[src/rtl/ptpc_pkg.sv]
package ptpc_pkg;
  localparam int NS_W       = 40;
  localparam int FRAC_W     = 32;
  localparam int REG_W      = 32;
  localparam int ADDR_W     = 3;
  localparam int NOMINAL_NS = 8;
  localparam int HI_W       = NS_W - REG_W;

  localparam logic [ADDR_W-1:0] ADDR_CTRL = 3'd0;
  localparam logic [ADDR_W-1:0] ADDR_RATE = 3'd1;
  localparam logic [ADDR_W-1:0] ADDR_FRAC = 3'd2;
  localparam logic [ADDR_W-1:0] ADDR_NSLO = 3'd3;
  localparam logic [ADDR_W-1:0] ADDR_NSHI = 3'd4;

  typedef struct packed {
    logic              run;
    logic              load;
    logic              rateSub;
    logic [FRAC_W-2:0] rateMag;
    logic [NS_W-1:0]   loadNs;
  } tickCtl_t;
endpackage

[src/rtl/ptpc_datapath.sv]
module ptpc_datapath
  import ptpc_pkg::*;
(
  input  logic              clk,
  input  logic              rstN,
  input  tickCtl_t          ctl,
  output logic [NS_W-1:0]   nsQ,
  output logic [FRAC_W-1:0] fracQ
);
  logic [FRAC_W:0]   fracSum;
  logic [FRAC_W:0]   fracDiff;
  logic              carry;
  logic              borrow;
  logic [FRAC_W-1:0] fracNext;
  logic [NS_W-1:0]   nsIncr;

  always_comb begin
    fracSum  = {1'b0, fracQ} + {2'b00, ctl.rateMag};
    fracDiff = {1'b0, fracQ} - {2'b00, ctl.rateMag};
    carry    = !ctl.rateSub && fracSum[FRAC_W];
    borrow   = ctl.rateSub && fracDiff[FRAC_W];
    fracNext = ctl.rateSub ? fracDiff[FRAC_W-1:0] : fracSum[FRAC_W-1:0];
    nsIncr   = NS_W'(NOMINAL_NS) + NS_W'(carry) - NS_W'(borrow);
  end

  always_ff @(posedge clk or negedge rstN) begin
    if (!rstN) begin
      nsQ   <= '0;
      fracQ <= '0;
    end else if (ctl.load) begin
      nsQ   <= ctl.loadNs;
      fracQ <= '0;
    end else if (ctl.run) begin
      nsQ   <= nsQ + nsIncr;
      fracQ <= fracNext;
    end
  end
endmodule

[src/rtl/ptpc_ctrl.sv]
module ptpc_ctrl
  import ptpc_pkg::*;
(
  input  logic              clk,
  input  logic              rstN,
  input  logic              regWrEn,
  input  logic              regRdEn,
  input  logic [ADDR_W-1:0] regAddr,
  input  logic [REG_W-1:0]  regWrData,
  output logic [REG_W-1:0]  regRdData,
  input  logic [NS_W-1:0]   nsNow,
  input  logic [FRAC_W-1:0] fracNow,
  output tickCtl_t          ctl
);
  logic              haltQ;
  logic [REG_W-1:0]  rateQ;
  logic [NS_W-1:0]   shadowNs;
  logic [NS_W-1:0]   stageNs;
  logic              loadPendQ;

  always_ff @(posedge clk or negedge rstN) begin
    if (!rstN) begin
      haltQ     <= 1'b1;
      rateQ     <= '0;
      stageNs   <= '0;
      loadPendQ <= 1'b0;
    end else begin
      loadPendQ <= 1'b0;
      if (regWrEn) begin
        case (regAddr)
          ADDR_CTRL: haltQ <= regWrData[REG_W-1];
          ADDR_RATE: rateQ <= regWrData;
          ADDR_NSLO: stageNs[REG_W-1:0] <= regWrData;
          ADDR_NSHI: begin
            stageNs[NS_W-1:REG_W] <= regWrData[HI_W-1:0];
            loadPendQ             <= 1'b1;
          end
          default: ;
        endcase
      end
    end
  end

  always_ff @(posedge clk or negedge rstN) begin
    if (!rstN) begin
      shadowNs  <= '0;
      regRdData <= '0;
    end else if (regRdEn) begin
      case (regAddr)
        ADDR_CTRL: regRdData <= {haltQ, {(REG_W-1){1'b0}}};
        ADDR_RATE: regRdData <= rateQ;
        ADDR_FRAC: begin
          regRdData <= REG_W'(fracNow);
          shadowNs  <= nsNow;
        end
        ADDR_NSLO: regRdData <= shadowNs[REG_W-1:0];
        ADDR_NSHI: regRdData <= REG_W'(shadowNs[NS_W-1:REG_W]);
        default:   regRdData <= '0;
      endcase
    end
  end

  always_comb begin
    ctl.run     = !haltQ;
    ctl.load    = loadPendQ;
    ctl.rateSub = rateQ[REG_W-1];
    ctl.rateMag = rateQ[FRAC_W-2:0];
    ctl.loadNs  = stageNs;
  end
endmodule

[src/rtl/frac_tod_counter.sv]
module frac_tod_counter
  import ptpc_pkg::*;
(
  input  logic              clk,
  input  logic              rstN,
  input  logic              regWrEn,
  input  logic              regRdEn,
  input  logic [ADDR_W-1:0] regAddr,
  input  logic [REG_W-1:0]  regWrData,
  output logic [REG_W-1:0]  regRdData,
  output logic [NS_W-1:0]   timeNsOut
);
  tickCtl_t          tickCtl;
  logic [FRAC_W-1:0] fracNow;

  ptpc_ctrl i_ctrl (
    .clk(clk), .rstN(rstN), .regWrEn(regWrEn), .regRdEn(regRdEn),
    .regAddr(regAddr), .regWrData(regWrData), .regRdData(regRdData),
    .nsNow(timeNsOut), .fracNow(fracNow), .ctl(tickCtl)
  );

  ptpc_datapath i_datapath (
    .clk(clk), .rstN(rstN), .ctl(tickCtl),
    .nsQ(timeNsOut), .fracQ(fracNow)
  );
endmodule

[config.mk]
export PLATFORM = sky130hd
export DESIGN_NAME = frac_tod_counter
export DESIGN_NICKNAME = d
export VERILOG_FILES = /design/src/rtl/ptpc_pkg.sv /design/src/rtl/ptpc_datapath.sv /design/src/rtl/ptpc_ctrl.sv /design/src/rtl/frac_tod_counter.sv
export SDC_FILE = /design/constraint.sdc
export NUM_CORES = 1
export LEC_CHECK = 0
export BUFFER_PORTS_ARGS = -buffer_cell sky130_fd_sc_hd__buf_4
export CAP_MARGIN = 40
export CORE_AREA = 3 3 176 178
export CTS_CLUSTER_DIAMETER = 120
export CTS_CLUSTER_SIZE = 20
export DETAILED_ROUTE_END_ITERATION = 6
export DIE_AREA = 0 0 179 181
export GPL_TIMING_DRIVEN = 0
export PLACE_DENSITY = 0.69
export SETUP_SLACK_MARGIN = 0.1
export SYNTH_ARGS = -nofsm -noshare
export SYNTH_HDL_FRONTEND = slang
export SYNTH_HIERARCHICAL = 1
export SYNTH_SLANG_ARGS = --single-unit
[constraint.sdc]
create_clock -name clk -period 4.1 [get_ports clk]
set_input_delay 0.82 -clock clk [delete_from_list [all_inputs] [get_ports clk]]
set_output_delay 0.82 -clock clk [all_outputs]
set_load 0.02 [all_outputs]
# [Yosys cells after proc, flatten, opt, wreduce, memory -nomap -nowiden]
# Index checks and enable logic that the tools add are counted.
[word_totals] word_cells=36 out_inout_bits=72 register_bits=218
[op_classes] n_reduce_logical=9 muxes=8 n_addsub=5 eq_ne=5
[op_table] cell="case mux 32 bit (5 select lines)" count=1
[op_table] cell="2-to-1 mux 32 bit" count=3
[op_table] cell="2-to-1 mux 40 bit" count=2
[op_table] cell="adder 40 bit" count=1
[op_table] cell="subtractor 40 x 1 -> 40 bit" count=1
[op_table] cell="adder 32 x 31 -> 33 bit" count=1
[op_table] cell="subtractor 32 x 31 -> 33 bit" count=1
[op_table] cell="AND reduction 2 bit" count=5
[op_table] cell="equality test 3 x 2 -> 1 bit (second input constant)" count=2
[op_table] cell="adder 4 x 1 -> 5 bit (first input constant)" count=1
[op_table] cell="equality test 3 x 1 -> 1 bit (second input constant)" count=1
[op_table] cell="equality test 3 bit (second input constant)" count=1
[op_table] cell="zero test 3 bit" count=1
[op_table] cell="logical AND 1 bit" count=2
[op_table] cell="2-to-1 mux 1 bit" count=2
[op_table] cell="!= test 2 bit (second input constant)" count=1
[op_table] cell="zero test 1 bit" count=1

# [Longest topological paths before layout]
[depth] word_depth=7 depth_mapped=22 mapped_depth_nobuf=22

# [Modules after synthesis]
# Netlist, hierarchy kept.
[by_module_without_submodules] module="ptpc_datapath" cells_per_inst=946 n_inst=1 area_each_um2=7353.3
[by_module_without_submodules] module="ptpc_ctrl" cells_per_inst=441 n_inst=1 area_each_um2=6437.4

# [Worst setup path after synthesis]
# OpenSTA, ideal clock, no wires.
[synth_path] kind="register to register" start="register i_datapath.fracQ[0]" end="register i_datapath.nsQ[34]" setup_time_ns=0.134 arrival_ns=4.125 period_less_slack_ns=4.259 slack_ns=-0.159 required_time_ns=3.966 path_stages_with_launch=23 cell_sequence="dfrtp_1 > inv_1 > ha_1 > inv_1 > fa_1 > a211oi_2 > o211ai_2 > nand4b_1 > a311oi_2 > a211oi_2 > o21bai_1 > a31oi_1 > a31o_2 > ha_1 > fa_1 > a21o_1 > a21o_1 > nand4_1 > nor2_1 > nand4_1 > nor2_1 > xnor2_1 > o21ai_0"
[synth_via] elab_chain_len=7 elab_cells_between_ends=9 cone_classes="5 x add/sub; 2 x mux; 2 x reduce/logical"
[synth_lines] item="from (decl)" line="ptpc_datapath.sv:8" source="output logic [FRAC_W-1:0] fracQ"
[synth_lines] item="from (signal assigned)" line="ptpc_datapath.sv:35" source="fracQ <= fracNext;"
[synth_lines] item="adder 32 x 31 -> 33 bit" line="ptpc_datapath.sv:18" source="fracSum = {1'b0, fracQ} + {2'b00, ctl.rateMag};"
[synth_lines] item="logical AND 1 bit" line="ptpc_datapath.sv:20" source="carry = !ctl.rateSub && fracSum[FRAC_W];"
[synth_lines] item="adder 4 x 1 -> 5 bit" line="ptpc_datapath.sv:23" source="nsIncr = NS_W'(NOMINAL_NS) + NS_W'(carry) - NS_W'(borrow);"
[synth_lines] item="subtractor 40 x 1 -> 40 bit (*)" line="ptpc_datapath.sv:23"
[synth_lines] item="adder 40 bit (*)" line="ptpc_datapath.sv:34" source="nsQ <= nsQ + nsIncr;"
[synth_lines] item="2-to-1 mux 40 bit (*)" line="ptpc_datapath.sv:33" source="end else if (ctl.run) begin"
[synth_lines] item="2-to-1 mux 40 bit (*)" line="ptpc_datapath.sv:30" source="end else if (ctl.load) begin"
[synth_lines] item="to (signal assigned)" line="ptpc_datapath.sv:31" source="nsQ <= ctl.loadNs;"
[synth_lines] item="to (signal assigned)" line="ptpc_datapath.sv:34"
[synth_lines] item="to (decl)" line="ptpc_datapath.sv:7" source="output logic [NS_W-1:0] nsQ,"
# Every way passes the cells marked *; elsewhere a longest branch is shown, timed or not. The select of a mux whose other input is x is not followed.
# A chain may end at the register's enable or synchronous reset.

# [Worst setup path in the final report]
[layout_path] start="register i_ctrl.rateQ[4]" end="register i_datapath.nsQ[38]"
[layout_via] elab_chain_len=7 elab_cells_between_ends=9 cone_classes="5 x add/sub; 2 x mux; 2 x reduce/logical"
[layout_lines] item="from (decl)" line="ptpc_ctrl.sv:16" source="logic [REG_W-1:0] rateQ;"
[layout_lines] item="from (signal assigned)" line="ptpc_ctrl.sv:32" source="ADDR_RATE: rateQ <= regWrData;"
[layout_lines] item="adder 32 x 31 -> 33 bit" line="ptpc_datapath.sv:18"
[layout_lines] item="logical AND 1 bit" line="ptpc_datapath.sv:20"
[layout_lines] item="adder 4 x 1 -> 5 bit" line="ptpc_datapath.sv:23"
[layout_lines] item="subtractor 40 x 1 -> 40 bit (*)" line="ptpc_datapath.sv:23"
[layout_lines] item="adder 40 bit (*)" line="ptpc_datapath.sv:34"
[layout_lines] item="2-to-1 mux 40 bit (*)" line="ptpc_datapath.sv:33"
[layout_lines] item="2-to-1 mux 40 bit (*)" line="ptpc_datapath.sv:30"
# Marks and branches as above.

==> results_dict.tcl <==
set metrics [dict create \
    synth_top_family_by_area "compound AO/OA/AOI/OAI gates" \
    ys.warnings.count 6 \
    place_worst_setup_slack_ps -1380 \
    initial_core_util_pct 46.7 \
    synthTopCellsByCount "dfrtp_1 (217), nand2_1 (110), inv_1 (96), nor2_1 (90), mux2_1 (88)" \
    viasPerCell 6.05 \
    drc 0 \
    globalplace.congestion 0.948 \
    ant_nets 0 \
    dieHeight_um 181 \
    finalWirelength_mm 45.6 \
    worstPathArrival_ps 4950 \
    yosysTopAreaCell "dfrtp_1" \
    numCtsBuffers 15 \
    cellLeakagePower_nw 7.25 \
    slew-limit-headroom_pct 35.9 \
    worst_pin_slew_ps 958 \
    wl_per_cell_um 23.3 \
    grt.overflow.total 0 \
    htree_levels 1 \
    netlist_instances 1387 \
    cap_violations 0 \
    grt_max_degree 84 \
    grtUsageTotal_pct 27.7 \
    grt_pass1_vias 11500 \
    core_um2 29600 \
    cpMaxStageDelayCell "dfrtp_1" \
    antenna_found_initial 0 \
    placed_cells 1891 \
    timing.final.hold_violations 0 \
    slew_viol_final 0 \
    worst-path-buf-inv 3 \
    ys_seq_area_share_pct 39.6 \
    cts_root_buf "clkbuf_16" \
    grt_first_pass_wirelength_mm 69.6 \
    path_clk_slew_ps 100 \
    synth_edf_count 0 \
    outcome "complete, but fails checks" \
    n_antenna_cell 0 \
    rsz0062_at_grt "true" \
    drtIter0Drc 985 \
    synth_area_leaders "dfrtp_1 (39%), mux2_1 (7.2%), ha_1 (6.0%)" \
    synthDistinctLibCells 94 \
    area_delta_synth_final_pct 19.0 \
    ys_dominant_reg_cell "dfrtp_1" \
    crit_chain "inv_1 -> ha_1 -> buf_6 -> o211ai_1 -> o211ai_2 -> nand4b_1 -> a311oi_4 -> a211oi_2 -> o21bai_2 -> a31oi_4 -> a31o_4 -> ha_4 -> fa_2 -> a21o_1 -> a21o_1 -> nand4_1 -> nor2_4 -> nand4_1 -> buf_6 -> nor2_2 -> xnor2_1 -> o21ai_1" \
    dr.pass1.iters 6 \
    final_cells 1958 \
    critical_path_class "register to register" \
    yosys_register_bits 218 \
    violations "negative setup slack" \
    synth_area_um2 13800 \
    placed_cell_area_um2 15200 \
    clock-sinks 218 \
    place_hpwl_mm 33.7 \
    post-route-period-util_pct 112 \
    async_flop_share_pct 100 \
    clk_path_buf_depth 3 \
    synth_compound_area_share_pct 18.8 \
    insertion_delay_ps 490 \
    dieArea_um2 32400 \
    hp-class "input pin to asynchronous set/reset pin" \
    finalSetupViolCount 36 \
    finClkSkew_ps 19.6 \
    numPortBuffers 109 \
    worstPathRequired_ps 4450 \
    num_vias 11900 \
    fmax_mhz 217 \
    synthAdderAreaFrac_pct 6.42 \
    synth.top_cell.area_share_pct 39.4 \
    fin_setup_tns_ps -12980 \
    power_density_nw_per_um2 723 \
    slowest_delay_ps 410 \
    synth_fp_nets 1495 \
    yosys.cell_count.top_type "dfrtp_1" \
    synth_mux_area_share_pct 13.5 \
    synth_simple_gate_area_share_pct 12.1 \
    hold_buffers 0 \
    critPathMaxFanout 6 \
    end_kind "register" \
    vdd_drop_max_mv 0.361 \
    period_needed_ps 4600 \
    synthXorXnorAreaFrac_pct 3.30 \
    setup_slack_ps -501 \
    avgSynthCellArea_um2 9.94 \
    drive_above_1_share_pct 22.6 \
    path_delay_family "compound AO/OA/AOI/OAI gates" \
    chipWidth_um 179 \
    critPathLaunchType "register" \
    num_rows 63 \
    tritoncts "yes" \
    fin_nets 1671 \
    design_area_um2 16400 \
    boundaryPins 111 \
]
-- cell families after synthesis --
group                      count (synthesis)
xor gates and xnor gates                  52
adders and majority gates                 69
and+or+nand+nor                          340
AOI/OAI and AO/OA                        379
buffers and inverters                    179
muxes                                    150
DFF                                      218
-- cell usage in the layout, fill, tap and decap left out, types with 13 or more instances in the layout --
cell       count
inv_1         88
a21oi_1       60
o22ai_1       35
o21ai_0       40
o21a_1        19
nand2_1      108
nor3_1        18
buf_4        155
nor2_1        81
a22oi_1       42
dfrtp_1      211
buf_6         19
mux2_4        48
ha_1          56
buf_2         13
clkbuf_16     15
a211oi_1      15
xnor2_1       24
mux2i_1       13
nand3_1       24
clkbuf_1      39
a21o_1        20
xor2_1        27
nand4_1       21
mux2_1        88
o211ai_1      14
o21ai_1       36
-- worst register-to-register path: stages (launching register included) --
cell	delay [ps]
dfrtp_1	410
inv_1	60
ha_1	290
buf_6	110
o211ai_1	130
o211ai_2	260
nand4b_1	290
a311oi_4	400
a211oi_2	160
o21bai_2	230
a31oi_4	120
a31o_4	260
ha_4	170
fa_2	340
a21o_1	210
a21o_1	210
nand4_1	220
nor2_4	70
nand4_1	110
buf_6	160
nor2_2	50
xnor2_1	140
o21ai_1	70
-- worst paths after layout --
path,slack (ps),depth (start not counted),start,endpoint
worst min-delay path,320,1,rstN,i_datapath/fracQ[25]
worst max register to register,-500,22,i_ctrl/rateQ[4],i_datapath/nsQ[38]
min in group clk,480,2,i_ctrl/stageNs[30],i_datapath/nsQ[30]
worst max-delay path,-500,22,i_ctrl/rateQ[4],i_datapath/nsQ[38]
worst min register to register,480,2,i_ctrl/stageNs[30],i_datapath/nsQ[30]
max in group asynchronous,2920,2,rstN,i_ctrl/rateQ[5]
-- through the flow --
stage / hold WS [ps] / total power [mW] / util (%)
final: 321 / 11.9 / 55.5
after global routing: 357 / 12.6 / 55.5
after CTS: 344 / 11.4 / 54.4
after detailed placement: 467 / 9.39 / 51.5
after global placement: 458 / 9.30 / 51.2
after floorplan: 449 / 7.52 / -
-- sequential cells by signal, indices dropped and copies added, names as in the netlist --
register / cells
i_ctrl/haltQ: 1
i_ctrl/loadPendQ: 1
i_ctrl/rateQ: 32
i_ctrl/regRdData: 32
i_ctrl/shadowNs: 40
i_ctrl/stageNs: 40
i_datapath/fracQ: 32
i_datapath/nsQ: 40
-- cell type report --
| cell class | count | area (um2) |
|---|---|---|
| buffer | 78 | 519 |
| multi-input combinational | 990 | 7830 |
| inverter | 100 | 379 |
| sequential | 218 | 5460 |
| fill | 2602 | 13100 |
| timing repair buffer | 160 | 1270 |
| clock inverter | 4 | 78.8 |
| clock buffer | 18 | 387 |
| tap | 390 | 488 |
-- power breakdown --
group | switching [mW] | leakage, nW | internal, mW | total, mW
clock | 0.782 | 0.223 | 0.807 | 1.59
sequential | 0.801 | 2.72 | 2.80 | 3.60
combinational | 3.77 | 4.31 | 2.90 | 6.67
-- repair_timing --
action | CTS | global route
setup buffers | 25 | 22
pin swaps | 29 | 35
endpoints found under the setup margin | 39 | 39
cloned | 0 | 0
gates resized for setup | 60 | 52
-- per-layer routing --
metal | wire length, um | vias to the layer above | GRT usage (%)
met5 | 0 | - | 0
met4 | 1070 | 0 | 5.80
met3 | 2960 | 76 | 3.09
met2 | 20700 | 483 | 43.2
met1 | 20800 | 5943 | 41.6
li1 | - | 5348 | -
Note: power is estimated with default switching activity, not from simulation.
